`src/rtl/rst_pkg.sv`:
```
package rst_pkg;
  // where an operand comes from at issue
  typedef enum logic [1:0] {
    OPS_REG  = 2'd0,
    OPS_ROB  = 2'd1,
    OPS_WAIT = 2'd2
  } opnd_src_e;
endpackage

```
`src/rtl/rst_status_array.sv`:
```
module rst_status_array #(
  parameter int NUM_REGS = 16,
  parameter int REG_W    = 4,
  parameter int TAG_W    = 4
) (
  input  logic                             clk_i,
  input  logic                             rst_ni,
  input  logic                             claim_en_i,
  input  logic [REG_W-1:0]                 claim_reg_i,
  input  logic [TAG_W-1:0]                 claim_tag_i,
  input  logic                             commit_en_i,
  input  logic [REG_W-1:0]                 commit_reg_i,
  input  logic [TAG_W-1:0]                 commit_tag_i,
  input  logic                             flush_i,
  output logic [NUM_REGS-1:0]              busy_o,
  output logic [NUM_REGS-1:0][TAG_W-1:0]   tag_o
);
  for (genvar r = 0; r < NUM_REGS; r++) begin : g_reg
    logic             busy_q;
    logic [TAG_W-1:0] tag_q;
    logic             claim_hit;
    logic             release_hit;

    assign claim_hit   = claim_en_i && (claim_reg_i == REG_W'(r));
    assign release_hit = commit_en_i && (commit_reg_i == REG_W'(r)) && (tag_q == commit_tag_i);

    always_ff @(posedge clk_i or negedge rst_ni) begin
      if (!rst_ni) begin
        busy_q <= 1'b0;
        tag_q  <= '0;
      end else if (flush_i) begin
        busy_q <= 1'b0;
      end else if (claim_hit) begin
        // a claim outranks a release of the same register
        busy_q <= 1'b1;
        tag_q  <= claim_tag_i;
      end else if (release_hit) begin
        busy_q <= 1'b0;
      end
    end

    assign busy_o[r] = busy_q;
    assign tag_o[r]  = tag_q;
  end
endmodule

```
`src/rtl/rst_regfile.sv`:
```
module rst_regfile #(
  parameter int NUM_REGS = 16,
  parameter int REG_W    = 4,
  parameter int DATA_W   = 32
) (
  input  logic                             clk_i,
  input  logic                             rst_ni,
  input  logic                             commit_en_i,
  input  logic [REG_W-1:0]                 commit_reg_i,
  input  logic [DATA_W-1:0]                commit_value_i,
  output logic [NUM_REGS-1:0][DATA_W-1:0]  value_o
);
  for (genvar r = 0; r < NUM_REGS; r++) begin : g_reg
    logic [DATA_W-1:0] val_q;

    always_ff @(posedge clk_i or negedge rst_ni) begin
      if (!rst_ni) begin
        val_q <= '0;
      end else if (commit_en_i && (commit_reg_i == REG_W'(r))) begin
        val_q <= commit_value_i;
      end
    end

    assign value_o[r] = val_q;
  end
endmodule

```
`src/rtl/rst_operand_sel.sv`:
```
module rst_operand_sel
  import rst_pkg::*;
#(
  parameter int NUM_REGS = 16,
  parameter int REG_W    = 4,
  parameter int TAG_W    = 4,
  parameter int DATA_W   = 32
) (
  input  logic [REG_W-1:0]                 src_idx_i,
  input  logic [NUM_REGS-1:0]              busy_i,
  input  logic [NUM_REGS-1:0][TAG_W-1:0]   tag_i,
  input  logic [NUM_REGS-1:0][DATA_W-1:0]  rf_i,
  input  logic                             rob_ready_i,
  input  logic [DATA_W-1:0]                rob_value_i,
  output logic [TAG_W-1:0]                 rob_tag_o,
  output logic                             valid_o,
  output logic [DATA_W-1:0]                value_o,
  output logic [TAG_W-1:0]                 tag_o
);
  opnd_src_e         kind;
  logic              sel_busy;
  logic [TAG_W-1:0]  sel_tag;
  logic [DATA_W-1:0] sel_val;

  always_comb begin
    sel_busy = busy_i[src_idx_i];
    sel_tag  = tag_i[src_idx_i];
    sel_val  = rf_i[src_idx_i];
    if (!sel_busy)        kind = OPS_REG;
    else if (rob_ready_i) kind = OPS_ROB;
    else                  kind = OPS_WAIT;
  end

  always_comb begin
    rob_tag_o = sel_tag;
    valid_o   = 1'b1;
    value_o   = '0;
    tag_o     = '0;
    unique case (kind)
      OPS_REG:  value_o = sel_val;
      OPS_ROB:  value_o = rob_value_i;
      default: begin
        valid_o = 1'b0;
        tag_o   = sel_tag;
      end
    endcase
  end
endmodule

```
`src/rtl/reg_status_table.sv`:
```
module reg_status_table #(
  parameter int NUM_REGS  = 16,
  parameter int ROB_DEPTH = 16,
  parameter int DATA_W    = 32,
  parameter int NUM_SRC   = 2,
  localparam int REG_W    = $clog2(NUM_REGS),
  localparam int TAG_W    = $clog2(ROB_DEPTH)
) (
  input  logic                            clk_i,
  input  logic                            rst_ni,
  input  logic [NUM_SRC-1:0][REG_W-1:0]   src_idx_i,
  output logic [NUM_SRC-1:0][TAG_W-1:0]   rob_tag_o,
  input  logic [NUM_SRC-1:0]              rob_ready_i,
  input  logic [NUM_SRC-1:0][DATA_W-1:0]  rob_value_i,
  output logic [NUM_SRC-1:0]              opnd_valid_o,
  output logic [NUM_SRC-1:0][DATA_W-1:0]  opnd_value_o,
  output logic [NUM_SRC-1:0][TAG_W-1:0]   opnd_tag_o,
  input  logic                            claim_en_i,
  input  logic [REG_W-1:0]                claim_reg_i,
  input  logic [TAG_W-1:0]                claim_tag_i,
  input  logic                            commit_en_i,
  input  logic [REG_W-1:0]                commit_reg_i,
  input  logic [TAG_W-1:0]                commit_tag_i,
  input  logic [DATA_W-1:0]               commit_value_i,
  input  logic                            flush_i
);
  logic [NUM_REGS-1:0]             busy_q;
  logic [NUM_REGS-1:0][TAG_W-1:0]  tag_q;
  logic [NUM_REGS-1:0][DATA_W-1:0] rf_q;

  rst_status_array #(
    .NUM_REGS (NUM_REGS),
    .REG_W    (REG_W),
    .TAG_W    (TAG_W)
  ) status_i (
    .clk_i        (clk_i),
    .rst_ni       (rst_ni),
    .claim_en_i   (claim_en_i),
    .claim_reg_i  (claim_reg_i),
    .claim_tag_i  (claim_tag_i),
    .commit_en_i  (commit_en_i),
    .commit_reg_i (commit_reg_i),
    .commit_tag_i (commit_tag_i),
    .flush_i      (flush_i),
    .busy_o       (busy_q),
    .tag_o        (tag_q)
  );

  rst_regfile #(
    .NUM_REGS (NUM_REGS),
    .REG_W    (REG_W),
    .DATA_W   (DATA_W)
  ) regfile_i (
    .clk_i          (clk_i),
    .rst_ni         (rst_ni),
    .commit_en_i    (commit_en_i),
    .commit_reg_i   (commit_reg_i),
    .commit_value_i (commit_value_i),
    .value_o        (rf_q)
  );

  for (genvar s = 0; s < NUM_SRC; s++) begin : g_src
    rst_operand_sel #(
      .NUM_REGS (NUM_REGS),
      .REG_W    (REG_W),
      .TAG_W    (TAG_W),
      .DATA_W   (DATA_W)
    ) sel_i (
      .src_idx_i   (src_idx_i[s]),
      .busy_i      (busy_q),
      .tag_i       (tag_q),
      .rf_i        (rf_q),
      .rob_ready_i (rob_ready_i[s]),
      .rob_value_i (rob_value_i[s]),
      .rob_tag_o   (rob_tag_o[s]),
      .valid_o     (opnd_valid_o[s]),
      .value_o     (opnd_value_o[s]),
      .tag_o       (opnd_tag_o[s])
    );
  end
endmodule

```
`config.mk`:
```
export PLATFORM = sky130hd
export DESIGN_NAME = reg_status_table
export DESIGN_NICKNAME = d
export VERILOG_FILES = /design/src/rtl/rst_pkg.sv /design/src/rtl/rst_status_array.sv /design/src/rtl/rst_regfile.sv /design/src/rtl/rst_operand_sel.sv /design/src/rtl/reg_status_table.sv
export SDC_FILE = /design/constraint.sdc
export NUM_CORES = 1
export LEC_CHECK = 0
export ABC_AREA = 0
export BUFFER_PORTS_ARGS = -buffer_cell sky130_fd_sc_hd__buf_2
export CORE_MARGIN = 4
export CORE_UTILIZATION = 40
export DETAILED_ROUTE_END_ITERATION = 12
export PLACE_DENSITY = 0.56
export SYNTH_ARGS = -nofsm -noshare
export SYNTH_HDL_FRONTEND = slang
export SYNTH_SLANG_ARGS = --single-unit
```
`constraint.sdc`:
```
create_clock -name clk_i -period 1.8 [get_ports clk_i]
set_input_delay 0.18 -clock clk_i [delete_from_list [all_inputs] [get_ports clk_i]]
set_output_delay 0.18 -clock clk_i [all_outputs]
set_load 0.02 [all_outputs]
```
==> metrics <==
Crit Path Class register to output port; largest net degree at the start of global routing 84; mean routed wirelength per cell 27.6 um; Root Driver clkbuf_16; Die Area 86600 um^2; Post-DP HPWL 66200 um; Worst VDD drop 0.700 mV; number of global-route vias before repair 23.8k; #FFs+latches synth 592; Tot Pwr 45.1 mW; dpl ws -521 ps; gate count of the mapped netlist 2199; Tcrit/Tclk final 156%; Final Core Density 50.4%; Row Count 104; crit-path cells mux4_4 -> mux2i_2 -> mux2i_4 -> buf_12 -> mux2i_2 -> buf_4; initial antenna violation count 5; Power Internal 32.3 mW; Detail Route Antenna Nets 0; number of CTS-inserted buffers 69; Longest Clk Path Bufs 3; CP arrival 2630 ps; part of the power in the clock network 31.9%; Max-Cap Viols 0; Hold Crit Class input port to register; P_sw 12.8 mW; Iter 0 DRT Violations 1568; Netlist cell types 37; Placer Congestion 0.864; worst slew pin tran 489 ps; nets 2697; Port Buffer Count 208; Initial Util 40.5%; Clk Latency, worst-skew pair 610 ps; Slew Limit Fails 0; drt drc 0; critical path capture point type output port; critical-path cell with the highest stage delay mux4_4; logic gate share of total power 27.0%; GRT Util Overall 23.5%; DR vias 22.0k; final worst slack -1010 ps; crit-path max cell delay 630 ps; die span in x 294 um; final hold violations 0; final wirelength 101000 um; area delta synth->final 24.3%; I/O pin cnt 209; GRT overflow 0; clk slew on worst S/H paths 60 ps; leak pwr 17.4 nW; Top cell by count, worst path mux2i_2; die height 294 um; share of power burned in registers 41.1%; Slew HR 67.4%; crit-path max FO 17; Max Clock Skew 4.42 ps; syn nets 2326; Startpoint Class register; RSZ-0062 raised after global routing yes; Core Box Area 80900 um^2; Post-Layout Cell Count 3678; sequential share of the synthesized area 45.2%; Power per Cell Area 1110 nW/um^2; switching share of power 28.4%; setup violators final 82; synthesized area 32800 um^2; CTS sink count 592; Crit path required time 1620 ps; Mean Syn Cell Area 14.9 um^2; status complete, but fails checks; DR pass1 iterations 5; failing checks setup timing; layout cell share with drive strength beyond 1 61.8%; Synth Warn # 0; FILL cells 6812; first-pass GRT wire length 153000 um; H-tree Lvls 3; via-per-instance ratio 5.98; Max Clk Rate 0.356 GHz; CTS tree built; Tmin final 2810 ps; placed cells 3545
-- per-layer routing --
metal  vias to the layer above  global-route usage [%]  share of wire (%)
li1                       9241                       -                  -
met1                     11822                    32.5                 43
met2                       744                    37.9                 48
met3                       168                    4.66                6.4
met4                         4                    6.87                2.5
met5                         -                       0              0.020
-- power groups by stage --
stage                     Clock (mW)  Sequential [mW]  Combinational (mW)
after floorplan                    0             17.9                8.29
after global placement             0             18.4                11.5
after global routing            15.3             18.9                13.1
after CTS                       14.7             18.5                12.2
final                           14.4             18.5                12.2
after detailed placement           0             18.7                11.8
-- synthesized netlist by cell type --
library cell    n  area share, %
buf_12          4           0.24
nor3b_1         1          0.023
nor2b_1         7           0.13
mux4_1         15            1.2
nor4_1         10           0.19
xor2_1         42            1.1
nand2_1        92            1.1
nor2_1         77           0.88
mux4_2        285             20
buf_1           5          0.057
clkbuf_1      164            1.9
buf_2          34           0.52
buf_4          11           0.25
and3_1          4          0.076
nand4_1         5          0.095
dfrtp_1       592             45
or3_1           3          0.057
o211ai_1        5           0.11
inv_2           1          0.011
nor4bb_1        2          0.061
a31o_2          6           0.16
buf_6           5           0.17
and4_1          1          0.027
nor4b_1         1          0.027
a32o_1          5           0.15
a22o_1        128            3.4
or4_1           1          0.023
mux2i_1        68            2.1
nand2b_1        6           0.11
and3b_1         8           0.21
nand3_1         1          0.015
nand3b_1        2          0.046
mux4_4          4           0.31
xnor2_1        22           0.59
and2_1          4          0.076
mux2_2        576             20
mux2i_2         2          0.084
-- cells by family (layout without fill, tap and decap cells) --
logic type / after synthesis / after routing / share of synthesized area, %
AOI/OAI and AO/OA: 144 / 144 / 3.85
xor gates and xnor gates: 64 / 64 / 1.71
buffers and inverters: 224 / 640 / 3.13
DFF: 592 / 592 / 45.2
muxes: 950 / 950 / 43.0
other: 0 / 3 / 0
and+or+nand+nor: 225 / 225 / 3.11
-- through the flow --
| step | hold WS [ps] | TNS (ps) | instance area [um^2] |
|---|---|---|---|
| after floorplan | -116 | -16200 | 33200 |
| after global placement | 147 | -28540 | 38000 |
| after detailed placement | 147 | -29460 | 38000 |
| after CTS | 0.792 | -73680 | 40700 |
| after global routing | 38.1 | -74960 | 40800 |
| final | 34.3 | -70190 | 40800 |
-- path summary, 6_finish.rpt --
path	start	endpoint	slack, ps	depth (start not counted)
min	commit_value_i[18]	regfile_i.g_reg[9].val_q[18]$_DFFE_PN0P_	30	2
min reg2reg	regfile_i.g_reg[4].val_q[14]$_DFFE_PN0P_	regfile_i.g_reg[4].val_q[14]$_DFFE_PN0P_	520	1
max reg2reg	status_i.g_reg[15].tag_q[2]$_DFFE_PN0P_	status_i.g_reg[15].busy_q$_DFFE_PN0P_	70	6
max	status_i.g_reg[11].busy_q$_DFFE_PN0P_	opnd_value_o[55]	-1010	6
min in group asynchronous	rst_ni	regfile_i.g_reg[9].val_q[7]$_DFFE_PN0P_	120	2
max in group asynchronous	rst_ni	regfile_i.g_reg[8].val_q[30]$_DFFE_PN0P_	800	3
-- flip-flops by register name, summed over array words and instances (netlist names) --
register / cells
regfile_i.g.val_q: 512
status_i.g.tag_q: 64
status_i.g.busy_q: 16
-- placed cells by master (no fill, tap or decap), drive strengths merged, types with 5 or more instances in the layout --
cell and count:
o211ai 5, buf 517, nand2b 6, mux2i 70, dfrtp 592, a22o 128, inv 5, bufinv 6
xor2 42, nand4 5, mux2 576, a31o 6, nor4 10, and3b 8, xnor2 22, clkinv 16
nor2b 7, nand2 92, clkbuf 90, nor2 77, dlygate4sd3 6, mux4 304, a32o 5
-- area by class of cell --
cell class | instances | area [um^2] | share of cell area (%)
Tap cell | 1060 | 1330 | 3.25
Antenna cell | 3 | 7.51 | 0.0184
Inverter | 1 | 3.75 | 0.00921
Timing Repair Buffer | 523 | 4910 | 12.0
Sequential cell | 592 | 14800 | 36.3
Multi-Input combinational cell | 1383 | 17400 | 42.7
Clock buffer | 90 | 1950 | 4.77
Clock inverter | 26 | 355 | 0.872
-- what timing repair did --
| action | CTS | global route |
|---|---|---|
| resized for setup | 99 | 17 |
| pin swaps | 0 | 0 |
| endpoints found under the hold margin | 470 | 0 |
| cloned | 0 | 0 |
| endpoints found under the setup margin | 83 | 83 |
| setup buffers | 1 | 7 |
| hold buffers | 6 | 0 |
-- worst max-delay path: cells and delay by family, from the launching register on --
family | cells | cell delay, ps
flip-flops | 1 | 400
buffers and inverters | 2 | 360
multiplexers | 4 | 1200
No activity file was read; power rests on OpenSTA's default activity.
